File: src/rtl/amc_pkg.sv
package amc_pkg;

    typedef enum logic [2:0] {
        CLS_OFF     = 3'd0,
        CLS_SPECIAL = 3'd1,
        CLS_MMUWIN  = 3'd2,
        CLS_RAM     = 3'd3,
        CLS_ACR     = 3'd4,
        CLS_VIRT    = 3'd5
    } amc_class_e;

    function automatic int idx_w(input int a, input int b);
        int m;
        m = (a > b) ? a : b;
        return (m > 1) ? $clog2(m) : 1;
    endfunction

endpackage

File: src/rtl/amc_match_bank.sv
module amc_match_bank #(
    parameter int N   = 2,
    parameter int AW  = 32,
    parameter int ATW = 8,
    parameter int IW  = 1
) (
    input  logic [AW-1:0]    addr,
    input  logic [N-1:0]     valid,
    input  logic [N*AW-1:0]  base,
    input  logic [N*AW-1:0]  mask,
    input  logic [N*ATW-1:0] attr,
    output logic             hit,
    output logic [IW-1:0]    idx,
    output logic [ATW-1:0]   hit_attr
);

    logic [N-1:0] match;

    generate
        for (genvar g = 0; g < N; g++) begin : g_cmp
            assign match[g] = valid[g] &&
                (((addr ^ base[g*AW +: AW]) & mask[g*AW +: AW]) == '0);
        end
    endgenerate

    // Lowest index wins: scan downward so the last assignment is the lowest hit.
    always_comb begin
        hit      = 1'b0;
        idx      = '0;
        hit_attr = '0;
        for (int i = N - 1; i >= 0; i--) begin
            if (match[i]) begin
                hit      = 1'b1;
                idx      = IW'(i);
                hit_attr = attr[i*ATW +: ATW];
            end
        end
    end

endmodule

File: src/rtl/amc_win_match.sv
module amc_win_match #(
    parameter int AW      = 32,
    parameter int WIN_LSB = 16
) (
    input  logic [AW-1:0] addr,
    input  logic [AW-1:0] base,
    input  logic          en,
    input  logic          is_super,
    input  logic          is_data,
    output logic          hit
);

    localparam int TAG_W = AW - WIN_LSB;

    logic [TAG_W-1:0] addr_tag;
    logic [TAG_W-1:0] base_tag;

    assign addr_tag = addr[AW-1:WIN_LSB];
    assign base_tag = base[AW-1:WIN_LSB];
    assign hit      = en && is_super && is_data && (addr_tag == base_tag);

endmodule

File: src/rtl/amc_decide.sv
module amc_decide
    import amc_pkg::*;
#(
    parameter int ATW = 8,
    parameter int IW  = 2
) (
    input  logic           mmu_en,
    input  logic           special,
    input  logic [ATW-1:0] dflt_attr,
    input  logic           win_hit,
    input  logic [ATW-1:0] win_attr,
    input  logic           ram_hit,
    input  logic [IW-1:0]  ram_idx,
    input  logic [ATW-1:0] ram_attr,
    input  logic           acr_hit,
    input  logic [IW-1:0]  acr_idx,
    input  logic [ATW-1:0] acr_attr,
    output amc_class_e     cls,
    output logic           phys,
    output logic [IW-1:0]  idx,
    output logic [ATW-1:0] attr
);

    // Fixed priority chain: overrides first, then window, RAM, access control.
    always_comb begin
        if (special)      cls = CLS_SPECIAL;
        else if (!mmu_en) cls = CLS_OFF;
        else if (win_hit) cls = CLS_MMUWIN;
        else if (ram_hit) cls = CLS_RAM;
        else if (acr_hit) cls = CLS_ACR;
        else              cls = CLS_VIRT;
    end

    always_comb begin
        phys = 1'b1;
        idx  = '0;
        attr = '0;
        unique case (cls)
            CLS_OFF, CLS_SPECIAL: attr = dflt_attr;
            CLS_MMUWIN:           attr = win_attr;
            CLS_RAM: begin
                idx  = ram_idx;
                attr = ram_attr;
            end
            CLS_ACR: begin
                idx  = acr_idx;
                attr = acr_attr;
            end
            CLS_VIRT:             phys = 1'b0;
            default:              phys = 1'b1;
        endcase
    end

endmodule

File: src/rtl/amc_classifier.sv
module amc_classifier
    import amc_pkg::*;
#(
    parameter int AW      = 32,
    parameter int ATW     = 8,
    parameter int NRAM    = 2,
    parameter int NACR    = 4,
    parameter int WIN_LSB = 16
) (
    input  logic                                 clk,
    input  logic                                 rst_n,
    input  logic                                 req_valid,
    input  logic [AW-1:0]                        req_addr,
    input  logic                                 req_is_data,
    input  logic                                 req_super,
    input  logic                                 req_special,
    input  logic                                 mmu_en,
    input  logic [ATW-1:0]                       dflt_attr,
    input  logic                                 win_en,
    input  logic [AW-1:0]                        win_base,
    input  logic [ATW-1:0]                       win_attr,
    input  logic [NRAM-1:0]                      ram_valid,
    input  logic [NRAM*AW-1:0]                   ram_base,
    input  logic [NRAM*AW-1:0]                   ram_mask,
    input  logic [NRAM*ATW-1:0]                  ram_attr,
    input  logic [NACR-1:0]                      acr_valid,
    input  logic [NACR*AW-1:0]                   acr_base,
    input  logic [NACR*AW-1:0]                   acr_mask,
    input  logic [NACR*ATW-1:0]                  acr_attr,
    output logic                                 rsp_valid,
    output logic [AW-1:0]                        rsp_addr,
    output logic                                 rsp_phys,
    output logic [2:0]                           rsp_class,
    output logic [amc_pkg::idx_w(NRAM,NACR)-1:0] rsp_idx,
    output logic [ATW-1:0]                       rsp_attr,
    output logic                                 xlat_req
);

    localparam int IW = amc_pkg::idx_w(NRAM, NACR);

    logic           win_hit;
    logic           ram_hit, acr_hit;
    logic [IW-1:0]  ram_idx, acr_idx;
    logic [ATW-1:0] ram_hattr, acr_hattr;
    amc_class_e     cls_d, cls_q;
    logic           phys_d;
    logic [IW-1:0]  idx_d;
    logic [ATW-1:0] attr_d;

    amc_win_match #(.AW(AW), .WIN_LSB(WIN_LSB)) u_win (
        .addr(req_addr), .base(win_base), .en(win_en),
        .is_super(req_super), .is_data(req_is_data), .hit(win_hit)
    );

    amc_match_bank #(.N(NRAM), .AW(AW), .ATW(ATW), .IW(IW)) u_ram (
        .addr(req_addr), .valid(ram_valid), .base(ram_base), .mask(ram_mask),
        .attr(ram_attr), .hit(ram_hit), .idx(ram_idx), .hit_attr(ram_hattr)
    );

    amc_match_bank #(.N(NACR), .AW(AW), .ATW(ATW), .IW(IW)) u_acr (
        .addr(req_addr), .valid(acr_valid), .base(acr_base), .mask(acr_mask),
        .attr(acr_attr), .hit(acr_hit), .idx(acr_idx), .hit_attr(acr_hattr)
    );

    amc_decide #(.ATW(ATW), .IW(IW)) u_dec (
        .mmu_en(mmu_en), .special(req_special), .dflt_attr(dflt_attr),
        .win_hit(win_hit), .win_attr(win_attr),
        .ram_hit(ram_hit), .ram_idx(ram_idx), .ram_attr(ram_hattr),
        .acr_hit(acr_hit), .acr_idx(acr_idx), .acr_attr(acr_hattr),
        .cls(cls_d), .phys(phys_d), .idx(idx_d), .attr(attr_d)
    );

    // Output stage: one cycle of latency.
    always_ff @(posedge clk or negedge rst_n) begin
        if (!rst_n) begin
            rsp_valid <= 1'b0;
            rsp_addr  <= '0;
            rsp_phys  <= 1'b0;
            cls_q     <= CLS_OFF;
            rsp_idx   <= '0;
            rsp_attr  <= '0;
            xlat_req  <= 1'b0;
        end else begin
            rsp_valid <= req_valid;
            xlat_req  <= req_valid && !phys_d;
            if (req_valid) begin
                rsp_addr <= req_addr;
                rsp_phys <= phys_d;
                cls_q    <= cls_d;
                rsp_idx  <= idx_d;
                rsp_attr <= attr_d;
            end
        end
    end

    assign rsp_class = cls_q;


    no_req_no_rsp_chk: assert property (@(posedge clk) disable iff (!rst_n)
        !req_valid |=> (!rsp_valid && !xlat_req));


    special_phys_chk: assert property (@(posedge clk) disable iff (!rst_n)
        (req_valid && req_special) |=>
            (rsp_valid && rsp_phys && cls_q == CLS_SPECIAL && !xlat_req));


    off_dflt_chk: assert property (@(posedge clk) disable iff (!rst_n)
        (req_valid && !req_special && !mmu_en) |=>
            (rsp_phys && rsp_attr == $past(dflt_attr)));


    win_priv_chk: assert property (@(posedge clk) disable iff (!rst_n)
        (rsp_valid && cls_q == CLS_MMUWIN) |-> $past(req_super && req_is_data));


    virt_req_chk: assert property (@(posedge clk) disable iff (!rst_n)
        (rsp_valid && !rsp_phys) |-> (xlat_req && cls_q == CLS_VIRT));


    en_no_dflt_chk: assert property (@(posedge clk) disable iff (!rst_n)
        (req_valid && mmu_en && !req_special) |=>
            (cls_q != CLS_OFF && cls_q != CLS_SPECIAL));

endmodule

File: config.mk
export PLATFORM = sky130hd
export DESIGN_NAME = amc_classifier
export DESIGN_NICKNAME = d
export VERILOG_FILES = /design/src/rtl/amc_pkg.sv /design/src/rtl/amc_match_bank.sv /design/src/rtl/amc_win_match.sv /design/src/rtl/amc_decide.sv /design/src/rtl/amc_classifier.sv
export SDC_FILE = /design/constraint.sdc
export NUM_CORES = 1
export LEC_CHECK = 0
export BUFFER_PORTS_ARGS = -buffer_cell sky130_fd_sc_hd__buf_4
export CORE_AREA = 2 2 225 227
export CTS_CLUSTER_DIAMETER = 120
export DETAILED_ROUTE_END_ITERATION = 10
export DIE_AREA = 0 0 227 229
export PLACE_DENSITY = 0.32
export SYNTH_ARGS = -nofsm -noshare
export SYNTH_HDL_FRONTEND = slang
export SYNTH_SLANG_ARGS = --single-unit
File: constraint.sdc
create_clock -name clk -period 0.8 [get_ports clk]
set_input_delay 0.12 -clock clk [delete_from_list [all_inputs] [get_ports clk]]
set_output_delay 0.12 -clock clk [all_outputs]
set_load 0.05 [all_outputs]
# Yosys cells after proc, flatten, opt, wreduce, memory -nomap -nowiden
# Index checks and enable logic that the tools add are counted.
# totals
regBits	48
latchBits	0
ram_bits	0
romBits	0
inputBits	526
output_inout_bits	48
wordCells	69
n_memories	0
# op_classes
n_addsub	0
multipliers	0
div	0
magnitude_cmp	0
eq_ne	6
shifts	0
muxes	26
bitwise_logic	12
n_reduce_logical	18
# ops
cell	n
$and 32x32->32	6
$logic_not 32->1	6
$xor 32x32->32	6
$mux 8	6
$pmux 8 s4	1
$eq 16x16->1	1
$mux 3	4
$logic_and 1x1->1	10
$mux 1	10
$mux 2	4
$eq 3x2->1 const B	2
$eq 3x3->1 const B	2
$pmux 2 s2	1
$eq 3x1->1 const B	1
$logic_not 3->1	1
$reduce_or 2->1	1

# Longest topological paths before layout
# Gate-level depths: netlist of the first run.
# logic_depth
depth_word	16
depth_mapped	11
mapped_depth_nobuf	8

# By module
# From an unflattened synthesis of the first run, not the netlist that was laid out.
# unflattened
hier_cells	580
hier_area_um2	5629.1
# by_module_without_submodules
module	n_inst	cells_per_inst	area_each_um2	seq_area_each_um2
amc_match_bank at u_acr	1	272	2107.0	0.0
amc_classifier	1	100	1884.3	1201.2
amc_match_bank at u_ram	1	137	1099.8	0.0
amc_decide	1	49	352.8	0.0
amc_win_match	1	22	185.2	0.0

# Worst setup path before layout of the first run
# OpenSTA, ideal clock, no wires.
# synth_timing
path_type	in2reg
startpoint	in req_addr[4]
endpoint	reg rsp_attr[0]
setup_time_ns	0.120
t_arrival_ns	1.951
required_time_ns	0.680
setup_slack_ns	-1.271
cell_stages	9
n_path_buf	1
path_cell_list	buf_2 xor2_1 a22oi_1 nand4_1 or3_1 o211a_4 and2_0 o31a_1 a31o_1
# synth_between
elab_chain_cells	16
word_cells_on_any_way	48
cone_classes	4 x eq/ne; 18 x mux; 12 x bitwise; 14 x reduce/logical
# synth_rtl
item	line	source
from (decl)	amc_classifier.sv:13	input logic [AW-1:0] req_addr,
$xor 32x32->32	amc_match_bank.sv:22	(((addr ^ base[g*AW +: AW]) & mask[g*AW +: AW]) == '0);
$and 32x32->32	amc_match_bank.sv:22	
$logic_not 32->1	amc_match_bank.sv:22	
$logic_and 1x1->1	amc_match_bank.sv:21	assign match[g] = valid[g] &&
$mux 1 (4 in series)	amc_match_bank.sv:32	if (match[i]) begin
$mux 1	amc_decide.sv:30	else if (acr_hit) cls = CLS_ACR;
$mux 3	amc_decide.sv:29	else if (ram_hit) cls = CLS_RAM;
$mux 3	amc_decide.sv:28	else if (win_hit) cls = CLS_MMUWIN;
$mux 3	amc_decide.sv:27	else if (!mmu_en) cls = CLS_OFF;
$mux 3	amc_decide.sv:26	if (special) cls = CLS_SPECIAL;
$eq 3x1->1 or $logic_not 3->1 (tied branches)	amc_decide.sv:38	unique case (cls)
$reduce_or 2->1	amc_decide.sv:38	
$pmux 8 s4 *	amc_decide.sv:38	
to (signal assigned)	amc_classifier.sv:91	rsp_attr <= attr_d;
to (decl)	amc_classifier.sv:35	output logic [ATW-1:0] rsp_attr,
# Every way passes the cells marked *; elsewhere a longest branch is shown, timed or not.
# A chain may end at the register's enable or synchronous reset.

# Worst setup path after layout of the first run
# layout_timing
startpoint	in req_addr[24]
endpoint	reg rsp_attr[7]
# Same word-level chain as after synthesis.

==> impl_metrics.py, run 1 <==
metrics = {
    "run_status": {
        "status": "finished, violations left",
        "violations": "setup timing",
    },
    "clocking": {
        "cts_htree_levels": 2,
        "insertion_delay_ns": 0.32,
        "tritoncts": "done",
        "cts_buffer_depth": 2,
        "clockRootBuffer": "clkbuf_16",
        "path_clk_slew_ns": 0.08,
        "cts_buffers": 5,
        "numClockSinks": 48,
    },
    "detailed_routing": {
        "wl_met1_um": 20930,
        "vias": 7553,
        "drc": 0,
        "dr.pass1.iters": 4,
        "top_layer": "met5",
        "vias_per_cell": 3.809,
        "antenna_left": 0,
        "drt-initial-drc-count": 311,
        "route.met2.wl_um": 24830,
        "wl_per_cell_um": 25.11,
        "wl_met3_um": 3417,
        "wirelength_um": 49800,
    },
    "floorplanning": {
        "fp.dieArea_um2": 51980,
        "start_util_pct": 11.21,
        "top_level_ports": 574,
        "die_h_um": 229,
        "fp.dieW_um": 227,
        "core_area_um2": 49660,
        "core.rowCount": 82,
    },
    "cells_and_area": {
        "design_area_um2": 12820,
        "fill_cells": 5530,
        "syn2layout_area_growth_pct": 130.3,
        "fin_nets": 1831,
        "post-route-util_pct": 25.81,
        "drive_gt1_share_pct": 64.47,
        "layout_common_cells": "buf_4 (614), xor2_1 (199), buf_6 (68), a22oi_1 (62), dfrtp_2 (32)",
        "layout_commonest_cell": "buf_4",
        "stdcell_count": 1983,
    },
    "synth": {
        "avgSynthCellArea_um2": 8.921,
        "syn-instance-count": 624,
        "synth_flop_cell": "dfrtp_1",
        "ys_warn_count": 0,
        "synth.mux.area_fraction_pct": 7.058,
        "yosysTopAreaCellShare_pct": 32.10,
        "synth-edff-count": 0,
        "netlist_area_um2": 5567,
        "synth-seq-cells": 48,
        "synth.distinct_cells": 41,
        "synth_top_family_by_area": "XOR/XNOR gates",
        "async_reset_ff_share_pct": 100.0,
        "synthXorXnorAreaFrac_pct": 32.73,
        "yosys.area_share.adder_pct": 0,
        "synth_compound_area_share_pct": 21.83,
        "synth_simple_gate_area_share_pct": 10.50,
        "synth_area_leaders": "xor2_1 (32%), dfrtp_1 (22%), a22oi_1 (9.6%)",
        "syn_nets": 1150,
        "ys_seq_area_share_pct": 21.58,
        "yosysTopAreaCell": "xor2_1",
    },
    "min_path": {
        "worstHoldStart": "req_addr[27]",
        "hold_depth": 2,
        "hold_class": "input pin to flop",
        "holdPathEnd": "rsp_addr[27]$_DFFE_PN0P_",
    },
    "power_and_ir_drop": {
        "p_per_area_nw_per_um2": 997.9,
        "p_leak_nw": 6.206,
        "ir_drop_uv": 734.4,
    },
    "place": {
        "place_inst": 1941,
        "dp_hpwl_um": 43380,
        "place.gp.congestion": 0.8938,
        "place_area_um2": 11630,
        "port-buffer-count": 557,
    },
    "sta": {
        "fin_crit_sh_pct": 267.6,
        "finClkSkew_ns": 0,
        "worst_slack_ns": -1.341,
        "timing.final.crit_period_ns": 2.141,
        "slew_viol_final": 0,
        "rsz0062_at_grt": "true",
        "slew_headroom_pct": 60.40,
        "finalSetupViolCount": 67,
        "max_freq_mhz": 467.1,
        "worst_pin_slew_ns": 0.5940,
        "finalHoldViolations": 0,
    },
    "worst_setup_path": {
        "worstPathRequired_ns": 1.01,
        "cp-end-kind": "flop",
        "crit_buf_inv": 3,
        "critPathTopFamily": "compound AO/OA/AOI/OAI gates",
        "max_stage_delay_ns": 0.39,
        "r2r_end": "rsp_attr[3]$_DFFE_PN0P_",
        "crit_chain": "buf_12 -> xor2_4 -> a22oi_2 -> nand4_1 -> buf_4 -> or3_4 -> o211ai_4 -> buf_12 -> o211a_1 -> o22ai_2 -> a31o_1",
        "path_class": "input pin to flop",
        "cp_max_fo": 5,
        "cp_common_cell": "buf_12",
        "r2r_setup_slack_ns": -0.15,
        "crit_path_start_kind": "input pin",
        "arrival_ns": 2.35,
        "worst_path_max_delay_cell": "or3_4",
        "reg2reg_depth": 4,
        "r2r_start": "rsp_attr[3]$_DFFE_PN0P_",
    },
    "global_routing": {
        "grt_max_degree": 29,
        "overflow": 0,
        "grt_pass1_vias": 8307,
        "grt_use_total_pct": 18.54,
        "grt_pass1_wl_um": 65480,
        "antenna_found_initial": 10,
    },
    "run": {
        "cap_violations": 0,
    },
}
layer usage:
metal / global-route usage (%) / vias up
li1: - / 3622
met4: 3.064 / 10
met5: 0 / -
met2: 33.12 / 310
met3: 4.362 / 29
met1: 22.72 / 3582
logic make-up (layout without fill, tap and decap cells):
logic type / Yosys count / in the layout
muxes: 35 / 35
other: 0 / 5
buffers and inverters: 73 / 755
AOI/OAI and AO/OA: 156 / 156
and+or+nand+nor: 104 / 104
DFF: 48 / 48
xor gates and xnor gates: 208 / 208
Yosys cell counts (2+ instances only):
| cell type | count |
|---|---|
| and2_0 | 8 |
| buf_2 | 26 |
| a222oi_1 | 4 |
| o21ai_0 | 16 |
| o211a_1 | 8 |
| o22ai_1 | 8 |
| mux2_2 | 34 |
| or3_1 | 2 |
| nand2_1 | 16 |
| nand2b_1 | 10 |
| and3_1 | 10 |
| xor2_1 | 204 |
| o31a_1 | 8 |
| a22oi_1 | 71 |
| dfrtp_1 | 48 |
| clkbuf_1 | 14 |
| nor2b_1 | 2 |
| nor3_1 | 9 |
| nand4_1 | 26 |
| a22o_1 | 8 |
| nor4_1 | 2 |
| nor2_1 | 3 |
| or2_2 | 2 |
| a21oi_1 | 3 |
| a31o_1 | 8 |
| nand3_1 | 9 |
| and2_1 | 3 |
| inv_1 | 27 |
| o311ai_0 | 8 |
| a221oi_1 | 8 |
| buf_6 | 6 |
| xnor2_1 | 4 |
stage by stage:
stage | worst slack, ns | hold slack [ns] | setup TNS [ns] | total power [W]
finish | -1.341 | 0.08463 | -28.90 | 0.01279
global placement | -1.950 | -0.02373 | -35.06 | 0.009645
global route | -1.454 | 0.07181 | -31.92 | 0.01350
CTS | -1.444 | 0.06666 | -30.19 | 0.01295
floorplan | -1.106 | -0.1756 | -17.95 | 0.005593
detailed placement | -1.962 | -0.02431 | -35.80 | 0.009636
registers in the layout (all words and copies together) (netlist names):
register   count
rsp_addr      32
rsp_attr       8
rsp_class      3
rsp_idx        2
rsp_phys       1
rsp_valid      1
xlat_req       1
worst max-delay path by stage:
stage,start,to,cells past startpoint
3_3_place_gp,req_addr[20],rsp_attr[1]$_DFFE_PN0P_,12
4_1_cts,req_addr[26],rsp_attr[2]$_DFFE_PN0P_,13
3_5_place_dp,req_addr[20],rsp_attr[1]$_DFFE_PN0P_,12
2_1_floorplan,req_addr[23],rsp_attr[0]$_DFFE_PN0P_,9
6_report,req_addr[24],rsp_attr[7]$_DFFE_PN0P_,11
5_1_grt,ram_base[5],rsp_attr[7]$_DFFE_PN0P_,11
final cells by class:
class | count | area (um^2) | area share, %
Antenna cell | 5 | 12.51 | 0.09762
Clock buffer | 6 | 128.9 | 1.005
Clock inverter | 2 | 35.03 | 0.2733
Inverter | 27 | 101.3 | 0.7907
Multi-Input combinational cell | 503 | 4332 | 33.80
Sequential cell | 48 | 1241 | 9.684
Tap cell | 672 | 840.8 | 6.560
Timing Repair Buffer | 720 | 6126 | 47.79
what timing repair did:
action / 4_1_cts / 5_1_grt
setup buffers: 18 / 9
endpoints found under the hold margin: 48 / 0
hold buffers: 1 / 0
resized for setup: 137 / 34
gates cloned: 3 / 0
setup endpoints to repair: 63 / 75
pin swaps: 53 / 23
report_power, final:
part           switching [W]  internal (W)
sequential          0.000179       0.00268
combinational        0.00340       0.00383
clock                0.00122       0.00148
total                0.00480       0.00799
Note: power is estimated with default switching activity, not from simulation.
==> inputs of run 2 (changes only) <==
- GPL_ROUTABILITY_DRIVEN: not set -> 0
- GPL_TIMING_DRIVEN: not set -> 0
- SKIP_CTS_REPAIR_TIMING: not set -> 1
==> run 2 against run 1 <==
Effect of this change:
- the flow finishes with violations (hold timing, setup timing)
- global-route usage is 0.96 points lower
- critical path type unchanged
- non-clock buffer count is 103 lower
- critical endpoint is now rsp_attr[6]$_DFFE_PN0P_
- clock power down 4%
- largest power group unchanged
- clock skew unchanged
- largest cell class unchanged
==> impl_metrics.py, run 2 (synthesis gave the netlist of run 1 again) <==
metrics = {
    "run_status": {
        "status": "finished, violations left",
        "violations": "hold timing, setup timing",
    },
    "global_routing": {
        "use_met1_pct": 21.44,
        "grt_use_met2_pct": 31.33,
        "grt_use_total_pct": 17.59,
        "grt_max_degree": 49,
        "overflow": 0,
        "busiest_layer": "met2",
        "antenna_found_initial": 3,
        "grt_pass1_wl_um": 61740,
        "grt_pass1_vias": 7757,
        "grt_use_met3_pct": 3.451,
    },
    "clocking": {
        "tritoncts": "done",
        "path_clk_slew_ns": 0.08,
        "cts_htree_levels": 2,
        "insertion_delay_ns": 0.31,
        "clockRootBuffer": "clkbuf_16",
        "cts_buffer_depth": 2,
        "numClockSinks": 48,
        "cts_buffers": 5,
    },
    "power_and_ir_drop": {
        "power.total_w": 0.01228,
        "p_leak_nw": 5.764,
        "p_per_area_nw_per_um2": 1007,
        "ir_drop_uv": 633.1,
    },
    "cells_and_area": {
        "largest_reg_flops": 32,
        "top_register": "rsp_addr",
        "multi_input_area_um2": 4494,
        "drive_gt1_share_pct": 63.21,
        "fin_nets": 1729,
        "syn2layout_area_growth_pct": 119.2,
        "stdcell_count": 1877,
        "fill_cells": 5539,
        "layout_commonest_cell": "buf_4",
        "design_area_um2": 12200,
        "layout_common_cells": "buf_4 (504), xor2_1 (194), buf_6 (69), a22oi_1 (52)",
        "seq_area_um2": 1241,
    },
    "sta": {
        "finalHoldViolations": 48,
        "timing.setup.tns_ns": -27.28,
        "max_freq_mhz": 474.3,
        "hold_ws_ns": -0.1239,
        "timing.final.crit_period_ns": 2.108,
        "finClkSkew_ns": 0,
        "worst_pin_slew_ns": 0.7818,
        "fin_crit_sh_pct": 263.5,
        "finalSetupViolCount": 65,
        "worst_slack_ns": -1.308,
        "rsz0062_at_grt": "true",
        "slew_viol_final": 0,
        "slew_headroom_pct": 47.88,
    },
    "detailed_routing": {
        "drt-initial-drc-count": 266,
        "vias": 7326,
        "antenna_left": 0,
        "vias_per_cell": 3.903,
        "wl_per_cell_um": 25.82,
        "wirelength_um": 48460,
        "drc": 0,
        "dr.pass1.iters": 7,
    },
    "worst_setup_path": {
        "worstPathRequired_ns": 1.01,
        "crit_chain": "buf_12 -> xor2_1 -> a22oi_2 -> nand4_1 -> or3_4 -> o211a_4 -> and2_4 -> o31a_1 -> a31o_1",
        "cp_max_fo": 7,
        "path_class": "input pin to flop",
        "crit_path_start_kind": "input pin",
        "worst_path_max_delay_cell": "or3_4",
        "r2r_end": "rsp_attr[0]$_DFFE_PN0P_",
        "cp-end-kind": "flop",
        "reg2reg_depth": 4,
        "arrival_ns": 2.32,
        "max_stage_delay_ns": 0.49,
        "r2r_setup_slack_ns": -0.14,
        "r2r_start": "rsp_attr[0]$_DFFE_PN0P_",
    },
    "floorplanning": {
        "core_area_um2": 49660,
        "fp.dieW_um": 227,
        "fp.dieArea_um2": 51980,
        "top_level_ports": 574,
        "core.rowCount": 82,
        "die_h_um": 229,
        "start_util_pct": 11.21,
    },
    "place": {
        "port-buffer-count": 525,
        "dp_hpwl_um": 39770,
        "place_inst": 1821,
        "place_area_um2": 10680,
    },
    "run": {
        "cap_violations": 0,
    },
    "min_path": {
        "hold_class": "input pin to async pin",
    },
}
run 2: how the worst max path moves through the flow:
stage / from / endpoint / cells after the start
6_report: req_addr[15] / rsp_attr[6]$_DFFE_PN0P_ / 9
5_1_grt: req_addr[16] / rsp_attr[6]$_DFFE_PN0P_ / 9
4_1_cts: req_addr[12] / rsp_attr[6]$_DFFE_PN0P_ / 10
3_5_place_dp: req_addr[12] / rsp_attr[6]$_DFFE_PN0P_ / 10
3_3_place_gp: req_addr[12] / rsp_attr[6]$_DFFE_PN0P_ / 10
2_1_floorplan: req_addr[23] / rsp_attr[0]$_DFFE_PN0P_ / 9
run 2: where the power goes:
part           total, W  internal (W)  switching (W)
Combinational   0.00686       0.00349        0.00337
Clock           0.00258       0.00148        0.00110
Sequential      0.00285       0.00268       0.000166
Total            0.0123       0.00765        0.00463
run 2: routing by layer:
| layer | up-vias | part of all wire (%) |
|---|---|---|
| met4 | 0 | 1.6 |
| met3 | 30 | 6.6 |
| met5 | - | 0 |
| li1 | 3412 | - |
| met2 | 332 | 51 |
| met1 | 3552 | 41 |
run 2: per-stage QoR:
step | hold slack, ns | setup slack, ns | util, %
floorplan | -0.1756 | -1.106 | -
global placement | 0.2347 | -2.760 | 21.49
detailed placement | 0.2308 | -2.754 | 21.50
CTS | -0.1237 | -2.408 | 21.83
global route | -0.08671 | -1.330 | 24.56
finish | -0.1239 | -1.308 | 24.57
run 2: final cells by class:
class                           count  share of cell area, %
Tap cell                          672                  6.892
Multi-Input combinational cell    504                  36.84
Clock inverter                      2                 0.2871
Antenna cell                        1                0.02051
Sequential cell                    48                  10.17
Inverter                           27                 0.8307
Buffer                             46                  5.897
Timing Repair Buffer              571                  38.01
Clock buffer                        6                  1.056
run 2: critical path, delay by kind of cell:
family | cells | cell delay (ns)
compound gates | 4 | 1.02
xor+xnor | 1 | 0.17
buf+inv | 1 | 0.13
simple gates | 3 | 0.87
